File: config.mk
export PLATFORM = sky130hd
export DESIGN_NAME = ocp_supervisor
export DESIGN_NICKNAME = d
export VERILOG_FILES = /design/src/rtl/ocp_pkg.sv /design/src/rtl/ocp_deglitch.sv /design/src/rtl/ocp_retry_timer.sv /design/src/rtl/ocp_fault_fsm.sv /design/src/rtl/ocp_supervisor.sv
export SDC_FILE = /design/constraint.sdc
export NUM_CORES = 1
export LEC_CHECK = 0
export BUFFER_PORTS_ARGS = -buffer_cell sky130_fd_sc_hd__buf_2
export CORE_MARGIN = 5
export CORE_UTILIZATION = 52
export DETAILED_ROUTE_END_ITERATION = 7
export PLACE_DENSITY = 0.79
export REMOVE_ABC_BUFFERS = 1
export SLEW_MARGIN = 15
export SYNTH_ARGS = -nofsm -noshare
export SYNTH_HDL_FRONTEND = slang
export SYNTH_SLANG_ARGS = --single-unit
File: constraint.sdc
create_clock -name clk -period 2.6 [get_ports clk]
set_input_delay 0 -clock clk [delete_from_list [all_inputs] [get_ports clk]]
set_output_delay 0 -clock clk [all_outputs]
set_load 0.02 [all_outputs]
File: src/rtl/ocp_pkg.sv
package ocp_pkg;

    typedef enum logic [1:0] {
        ST_RUN     = 2'd0,
        ST_RETRY   = 2'd1,
        ST_LATCHED = 2'd2
    } ocp_state_e;

    typedef struct packed {
        logic fault;
        logic ocp;
    } ocp_status_t;

    localparam ocp_status_t STATUS_CLEAR = '{fault: 1'b0, ocp: 1'b0};
    localparam ocp_status_t STATUS_TRIP  = '{fault: 1'b1, ocp: 1'b1};

    function automatic logic gate_open(input ocp_state_e st);
        return st == ST_RUN;
    endfunction

endpackage

File: src/rtl/ocp_deglitch.sv
module ocp_deglitch #(
    parameter int NUM_SW       = 4,
    parameter int DEGLITCH_CYC = 8
) (
    input  logic              clk,
    input  logic              rst,
    input  logic              arm,
    input  logic [NUM_SW-1:0] oc_vec,
    output logic              trip
);
    localparam int CW = $clog2(DEGLITCH_CYC + 1);
    localparam logic [CW-1:0] LAST = CW'(DEGLITCH_CYC - 1);

    logic          any_oc;
    logic [CW-1:0] cnt;

    assign any_oc = |oc_vec;
    assign trip   = arm && any_oc && (cnt == LAST);

    always_ff @(posedge clk) begin
        if (rst || !arm || !any_oc) begin
            cnt <= '0;
        end else if (cnt != LAST) begin
            cnt <= cnt + 1'b1;
        end
    end

    // a cycle with no flag high restarts the filter
    a_r3_count_restart: assert property (@(posedge clk) disable iff (rst)
        !any_oc |=> cnt == '0);

    a_r2_count_bounded: assert property (@(posedge clk) disable iff (rst)
        cnt <= LAST);

endmodule

File: src/rtl/ocp_retry_timer.sv
module ocp_retry_timer #(
    parameter int RETRY_CYC = 32
) (
    input  logic clk,
    input  logic rst,
    input  logic run,
    output logic done
);
    localparam int TW = $clog2(RETRY_CYC + 1);
    localparam logic [TW-1:0] LAST = TW'(RETRY_CYC - 1);

    logic [TW-1:0] tcnt;

    assign done = run && (tcnt == LAST);

    always_ff @(posedge clk) begin
        if (rst || !run || done) begin
            tcnt <= '0;
        end else begin
            tcnt <= tcnt + 1'b1;
        end
    end

    // wait counter never exceeds the programmed window
    a_r6_timer_bounded: assert property (@(posedge clk) disable iff (rst)
        tcnt <= LAST);

endmodule

File: src/rtl/ocp_fault_fsm.sv
module ocp_fault_fsm
    import ocp_pkg::*;
(
    input  logic        clk,
    input  logic        rst,
    input  logic        trip,
    input  logic        retry_mode,
    input  logic        clr_fault,
    input  logic        retry_done,
    output ocp_state_e  state,
    output ocp_status_t status
);
    ocp_state_e  state_nx;
    ocp_status_t status_nx;

    always_comb begin
        state_nx  = state;
        status_nx = status;
        unique case (state)
            ST_RUN: begin
                if (trip) begin
                    state_nx  = retry_mode ? ST_RETRY : ST_LATCHED;
                    status_nx = STATUS_TRIP;
                end else if (clr_fault) begin
                    status_nx = STATUS_CLEAR;
                end
            end
            ST_RETRY: begin
                if (retry_done) begin
                    state_nx = ST_RUN;
                end
            end
            ST_LATCHED: begin
                if (clr_fault) begin
                    state_nx  = ST_RUN;
                    status_nx = STATUS_CLEAR;
                end
            end
            default: begin
                state_nx = ST_LATCHED;
            end
        endcase
    end

    always_ff @(posedge clk) begin
        if (rst) begin
            state  <= ST_RUN;
            status <= STATUS_CLEAR;
        end else begin
            state  <= state_nx;
            status <= status_nx;
        end
    end

    // a trip leaves the run state with both status bits raised
    a_r4_trip_sets_status: assert property (@(posedge clk) disable iff (rst)
        (state == ST_RUN && trip) |=> (state != ST_RUN && status.ocp && status.fault));

    // latched shutdown holds without a clear pulse
    a_r8_latch_holds: assert property (@(posedge clk) disable iff (rst)
        (state == ST_LATCHED && !clr_fault) |=> state == ST_LATCHED);

    // clear pulse in latched shutdown resumes operation with status cleared
    a_r9_clear_releases: assert property (@(posedge clk) disable iff (rst)
        (state == ST_LATCHED && clr_fault) |=> (state == ST_RUN && !status.ocp && !status.fault));

    // a retry exit keeps the sticky status
    a_r10_retry_keeps_status: assert property (@(posedge clk) disable iff (rst)
        (state == ST_RETRY && retry_done) |=> (state == ST_RUN && status.ocp && status.fault));

    // clear pulse during a retry wait changes nothing
    a_r11_clear_ignored_in_retry: assert property (@(posedge clk) disable iff (rst)
        (state == ST_RETRY && !retry_done) |=> (state == ST_RETRY && status.ocp));

endmodule

File: src/rtl/ocp_supervisor.sv
module ocp_supervisor
    import ocp_pkg::*;
#(
    parameter int NUM_SW       = 4,
    parameter int DEGLITCH_CYC = 8,
    parameter int RETRY_CYC    = 32
) (
    input  logic              clk,
    input  logic              rst,
    input  logic [NUM_SW-1:0] oc_flag,
    input  logic              retry_mode,
    input  logic              clr_fault,
    input  logic [NUM_SW-1:0] bridge_in,
    output logic [NUM_SW-1:0] bridge_en,
    output logic              fault_st,
    output logic              ocp_st,
    output logic              fault_n
);
    ocp_state_e  state;
    ocp_status_t status;
    logic        trip;
    logic        retry_done;
    logic        open_gate;

    ocp_deglitch #(
        .NUM_SW       (NUM_SW),
        .DEGLITCH_CYC (DEGLITCH_CYC)
    ) u_deglitch (
        .clk    (clk),
        .rst    (rst),
        .arm    (open_gate),
        .oc_vec (oc_flag),
        .trip   (trip)
    );

    ocp_retry_timer #(
        .RETRY_CYC (RETRY_CYC)
    ) u_retry (
        .clk  (clk),
        .rst  (rst),
        .run  (state == ST_RETRY),
        .done (retry_done)
    );

    ocp_fault_fsm u_fsm (
        .clk        (clk),
        .rst        (rst),
        .trip       (trip),
        .retry_mode (retry_mode),
        .clr_fault  (clr_fault),
        .retry_done (retry_done),
        .state      (state),
        .status     (status)
    );

    assign open_gate = gate_open(state);

    for (genvar i = 0; i < NUM_SW; i++) begin : g_gate
        assign bridge_en[i] = open_gate & bridge_in[i];
    end

    assign fault_n  = open_gate;
    assign fault_st = status.fault;
    assign ocp_st   = status.ocp;

    // enables follow the requests while no fault is shown
    a_r12_passthrough: assert property (@(posedge clk) disable iff (rst)
        fault_n |-> bridge_en == bridge_in);

    // a shown fault never lets a gate through
    a_r4_gates_off: assert property (@(posedge clk) disable iff (rst)
        !fault_n |-> bridge_en == '0);

endmodule

==> results of run 1 <==
-- cell families after synthesis --
group | count (synthesis) | synth area share [%]
AO/OA/AOI/OAI | 15 | 15.5
XOR/XNOR | 4 | 5.11
adder cells (fa/ha/maj) | 5 | 9.12
buffers and inverters | 5 | 2.74
flip-flops | 14 | 40.9
multiplexers | 1 | 1.46
AND/OR/NAND/NOR | 33 | 25.2
-- state kept, by name, indices dropped and copies added (netlist names) --
register / count
u_fsm.status: 2
u_retry.tcnt: 6
u_fsm.state: 2
u_deglitch.cnt: 4
-- layout by cell type (no fill, tap or decap), types with 3 or more instances in the layout --
cell      count
and2_1        4
nand2_1       5
a21oi_1       4
nand2b_1      3
nand3_1       5
buf_2        18
nor2_1        9
clkbuf_4      3
o21ai_0       3
dfxtp_1      14
ha_1          5
inv_1         5
-- repair_timing --
action                                  4_1_cts  5_1_grt
hold buffers                                  1        0
endpoints found under the hold margin         2        0
endpoints found under the setup margin        0        0
-- power by group through the flow --
stage               combinational [mW]  clock, mW  sequential [mW]
global placement                 0.160          0            0.251
CTS                              0.167      0.158            0.247
floorplan                        0.121          0            0.250
finish                           0.165      0.154            0.247
detailed placement               0.165          0            0.252
global route                     0.184      0.168            0.250
-- synth_stat cells --
library cell / count
a21boi_1: 1
ha_1: 5
o31ai_2: 1
a211o_1: 1
nor3_1: 1
o211ai_1: 1
o21ai_1: 2
a211o_2: 1
nand3b_1: 2
o21ai_0: 3
xor2_1: 2
mux2i_1: 1
inv_1: 5
and2_1: 4
nand3_1: 5
xnor2_1: 2
a221oi_2: 1
nand2b_1: 3
nor4_2: 1
or3_1: 2
a21oi_1: 4
nor2_1: 9
nand2_2: 1
dfxtp_1: 14
nand2_1: 5
-- worst max-delay path, cell delays in order (launching register included) --
cell	delay, ns
dfxtp_1	0.35
inv_1	0.08
ha_1	0.22
a21boi_1	0.15
a221oi_2	0.28
nand2_2	0.11
o31ai_2	0.24
-- per-stage QoR --
step,hold slack [ns],area (um2)
after global placement,0.249,795
final,0.0366,841
after floorplan,0.0691,686
after global routing,0.0161,841
after detailed placement,0.262,795
after CTS,0.0257,841
-- per-layer routing --
layer	up-vias	part of all wire, %	track usage [%]
met4	0	1.8	6.82
met1	290	43	15.6
met5	-	0	0
met3	4	8.7	2.73
met2	18	47	22.0
li1	312	-	-
-- path summary, 6_finish.rpt --
check | from | to | slack (ns) | depth (start not counted)
setup / recovery | u_fsm.state[1] | u_fsm.state[0] | 1.08 | 6
hold / removal | retry_mode | u_fsm.state[0] | 0.04 | 3
setup reg to reg | u_fsm.state[1] | u_fsm.state[0] | 1.08 | 6
hold reg to reg | u_fsm.status[1] | u_fsm.status[1] | 0.46 | 2
-- area by class of cell --
cell class,count,area share [%]
Inverter,5,2.23
Multi-Input combinational cell,58,46.0
Timing Repair Buffer,19,11.9
Tap cell,15,2.23
Clock buffer,4,4.32
Sequential cell,14,33.3
==> run_results.csv, run 1 <==
group,metric,value,unit
sta,drv_slew,0,
critical_path,critical_path_class,"reg -> reg",
finish,fillerInstances,121,
power,p_switching,179,uW
sta,skew,0.00466,ns
power,ir_worst_vdd,545,uV
critical_path,start_kind,"flip-flop",
die,die_h,46.3,um
sta,rsz0062_at_grt,"false",
clock_tree,htree_levels,1,
clock_tree,clockRootBuffer,"clkbuf_4",
die,num_rows,13,
grt,grt_max_degree,11,
clock_tree,cts_resized,0,
sta,finalCritPeriodShare,58.4,%
worst_hold_path,hp-class,"in -> reg",
detailed_routing,drt_iter0_drc,7,
detailed_routing,num_vias,624,
clock_tree,post_cts.repair.setup_buffers,0,
power,pwr-share-comb,29.1,%
clock_tree,cts_made_buffers,3,
finish,syn2layout_area_growth,22.6,%
logic_synthesis,ys_ff_latch,14,
detailed_routing,drt-total-wl,1.29,mm
finish,multiInputGateArea,387,um2
logic_synthesis,yosysTopAreaCellShare,40.9,%
critical_path,required,2.79,ns
die,initial_core_util,54.0,%
job,max-cap-violations,0,
sta,max_slew_margin,67.4,%
power,p_total,566,uW
sta,finalSetupTns,0,ns
finish,drive_gt1_share,27.0,%
die,coreArea,1270,um2
power,seqPwrFrac,43.7,%
finish,n_antenna_cell,0,
detailed_routing,avgRoutedWirePerCell,11.2,um
detailed_routing,postRouteAntennaNets,0,
sta,worst_slack,1.08,ns
place,portBuffers,18,
status,status,"finished, final reports clean",
power,clkPwrFrac,27.2,%
clock_tree,cts_buffer_depth,2,
sta,worst_slew_pin_slew,0.487,ns
logic_synthesis,ys_seq_area_share,40.9,%
sta,setup_violations,0,
power,internal-power,387,uW
detailed_routing,drcViolationCount,0,
critical_path,crit_path_max_fanout,3,
logic_synthesis,netlist_instances,77,
grt,grt.total_usage,13.2,%
sta,hold_viol_final,0,
die,die_area,2140,um2
sta,fmax,659,MHz
place,pre_cts_slack,1.12,ns
critical_path,cp-end-kind,"flip-flop",
detailed_routing,via_per_inst,5.43,
finish,fin_util,66.3,%
detailed_routing,drt_pass1_iterations,4,
die,die_x,46.3,um
finish,layout.area.seq,280,um2
place,hpwl,999,um
clock_tree,clock_sinks,14,
sta,min_period,1.52,ns
grt,overflow,0,
power,pwr_density_cell,673,nW/um2
clock_tree,cts_tree,"done",
logic_synthesis,yosysWarnings,0,
power,leakagePower,0.354,nW
power,power.share.switching,31.6,%
grt,antenna_found_initial,0,
place,place_congestion,0.711,
logic_synthesis,ys_top_cells_by_area,"dfxtp_1, ha_1, nor2_1",
logic_synthesis,synth_cell_types,25,
clock_tree,worstSkewPairLatency,0.27,ns
place,placedCellCount,110,
logic_synthesis,synth_area_leader_cell,"dfxtp_1",
grt,grt_pass1_wl,2.05,mm
grt,first_global_vias,525,
clock_tree,clk_pin_slew,0.09,ns
die,io_pins,19,
critical_path,cp_data_arrival_time,1.70,ns
finish,nets,118,
logic_synthesis,syn_area_per_cell,8.90,um2
finish,stdcell_count,115,
logic_synthesis,syn-cell-area,686,um2
Power figures use the tool's default switching activity.
==> inputs of run 2 (changes only) <==
- CORE_UTILIZATION: 52 -> 49
- PLACE_DENSITY: 0.79 -> 0.76
- clock period: 2.6 -> 1.55 ns (I/O delays scaled with it)
==> run_results.csv, run 2 (same netlist as run 1, synthesis figures left out) <==
group,metric,value,unit
power,pwr_density_cell,1130,nW/um2
critical_path,critPathSlowestCell,"dfxtp_1",
worst_hold_path,holdCritStartpoint,"retry_mode",
detailed_routing,via_per_inst,5.22,
detailed_routing,drcViolationCount,0,
die,io_pins,19,
critical_path,critical-path-max-stage-delay,0.33,ns
sta,rsz0062_at_grt,"false",
finish,n_antenna_cell,0,
critical_path,worst-path-buf-inv,1,
critical_path,crit_path_max_fanout,3,
sta,fmax,696,MHz
critical_path,r2r-start,"u_fsm.state[1]",
clock_tree,clk_pin_slew,0.08,ns
clock_tree,cts_buffer_depth,2,
clock_tree,worstSkewPairLatency,0.28,ns
grt,grt_max_degree,11,
critical_path,cp-startpoint,"u_fsm.state[1]",
finish,fillerInstances,110,
place,pre_cts_slack,0.0995,ns
grt,first_global_vias,594,
detailed_routing,drt_iter0_drc,12,
clock_tree,htree_levels,1,
sta,finalSetupTns,0,ns
detailed_routing,drt_pass1_iterations,5,
die,initial_core_util,52.0,%
sta,setup_violations,0,
grt,grt_pass1_wl,2.20,mm
finish,nets,119,
clock_tree,clock_sinks,14,
sta,drv_slew,0,
finish,syn2layout_area_growth,24.6,%
detailed_routing,num_vias,605,
power,seqPwrFrac,43.1,%
power,p_total,964,uW
grt,overflow,0,
detailed_routing,drt-total-wl,1.30,mm
sta,skew,0.00275,ns
sta,finalCritPeriodShare,92.7,%
die,die_area,2250,um2
detailed_routing,avgRoutedWirePerCell,11.2,um
sta,fin_hold_ws,0.0103,ns
clock_tree,cts_made_buffers,3,
sta,worst_slew_pin_slew,0.323,ns
worst_hold_path,hp-class,"in -> reg",
clock_tree,clockRootBuffer,"clkbuf_4",
job,max-cap-violations,0,
grt,antenna_found_initial,0,
finish,final_cell_mix,"buf_2, dfxtp_1, nor2_1",
die,coreArea,1320,um2
clock_tree,cts_tree,"done",
critical_path,cp_data_arrival_time,1.64,ns
finish,final_common_cell,"buf_2",
clock_tree,post_cts.repair.setup_buffers,0,
power,power.share.switching,31.8,%
power,leakagePower,0.357,nW
power,p_switching,307,uW
finish,top_register,"u_retry.tcnt",
finish,drive_gt1_share,29.7,%
critical_path,cp_cell_sequence,"inv_1 > ha_1 > a21boi_1 > a221oi_2 > nand2_2 > o31ai_2",
sta,min_period,1.44,ns
place,portBuffers,18,
status,status,"finished, final reports clean",
finish,top_regs,"u_retry.tcnt x6, u_deglitch.cnt x4",
die,die_x,47.4,um
grt,grt.total_usage,14.1,%
place,hpwl,1.01,mm
sta,hold_viol_final,0,
sta,worst_slack,0.114,ns
place,placedCellCount,111,
critical_path,critical_path_class,"reg -> reg",
critical_path,cp-end-kind,"flip-flop",
finish,largest_register_ffs,6,
finish,stdcell_count,116,
place,place_congestion,0.679,
die,die_h,47.4,um
power,pwr-share-comb,30.1,%
critical_path,r2r_slack,0.11,ns
detailed_routing,postRouteAntennaNets,0,
critical_path,required,1.76,ns
power,clkPwrFrac,26.8,%
critical_path,start_kind,"flip-flop",
sta,max_slew_margin,78.3,%
die,num_rows,13,
power,ir_worst_vdd,542,uV
power,internal-power,657,uW
critical_path,critPathTopFamily,"compound AO/OA/AOI/OAI gates",
==> run 2: cell types whose count changed in the layout (fill, tap and decap cells not counted) <==
cell,delta
buf_4,+1
ha_1,-1
ha_2,+1
o21ai_1,-1
o21ai_2,+1
==> run 2: cell type report <==
class	instances	area, um2	area share (%)
sequential	14	280	32.8
multi-input combinational	58	393	46.0
tap	15	18.8	2.20
inverter	5	18.8	2.20
timing repair buffer	20	108	12.6
clock buffer	4	36.3	4.25
==> run 2: power by group through the flow <==
stage / Sequential [mW] / Clock [mW] / Combinational [mW]
finish: 0.416 / 0.258 / 0.290
CTS: 0.416 / 0.264 / 0.289
global route: 0.421 / 0.282 / 0.325
global placement: 0.421 / 0 / 0.272
detailed placement: 0.423 / 0 / 0.284
floorplan: 0.419 / 0 / 0.203
==> run 2: layer usage <==
layer / vias up / part of all wire (%) / global-route usage, %
li1: 314 / - / -
met1: 261 / 41 / 15.6
met3: 5 / 13 / 2.30
met2: 25 / 43 / 23.3
met5: - / 0 / 0
met4: 0 / 2.8 / 11.6
==> run 2: final timing paths <==
path	endpoint	depth (start not counted)
setup / recovery	u_fsm.state[0]	6
hold / removal	u_fsm.state[0]	3
setup reg to reg	u_fsm.state[0]	6
hold reg to reg	u_fsm.status[0]	2
==> run 2: tightest hold or removal path, delay by kind of cell <==
kind,cells,cell delay (ns)
and+or+nand+nor,1,0.10
buffers and inverters,1,0.09
AOI/OAI and AO/OA,1,0.06
==> run 2: metrics by stage <==
stage               util (%)  cell area [um2]
floorplan                  -              686
global placement        60.9              802
finish                  64.9              855
detailed placement      60.9              802
global route            64.9              855
CTS                     64.4              848
==> run 2: timing repair <==
item,in CTS,in global routing
hold buffers,1,0
setup endpoints to repair,0,2
hold endpoints to repair,3,0
resized for setup,0,2
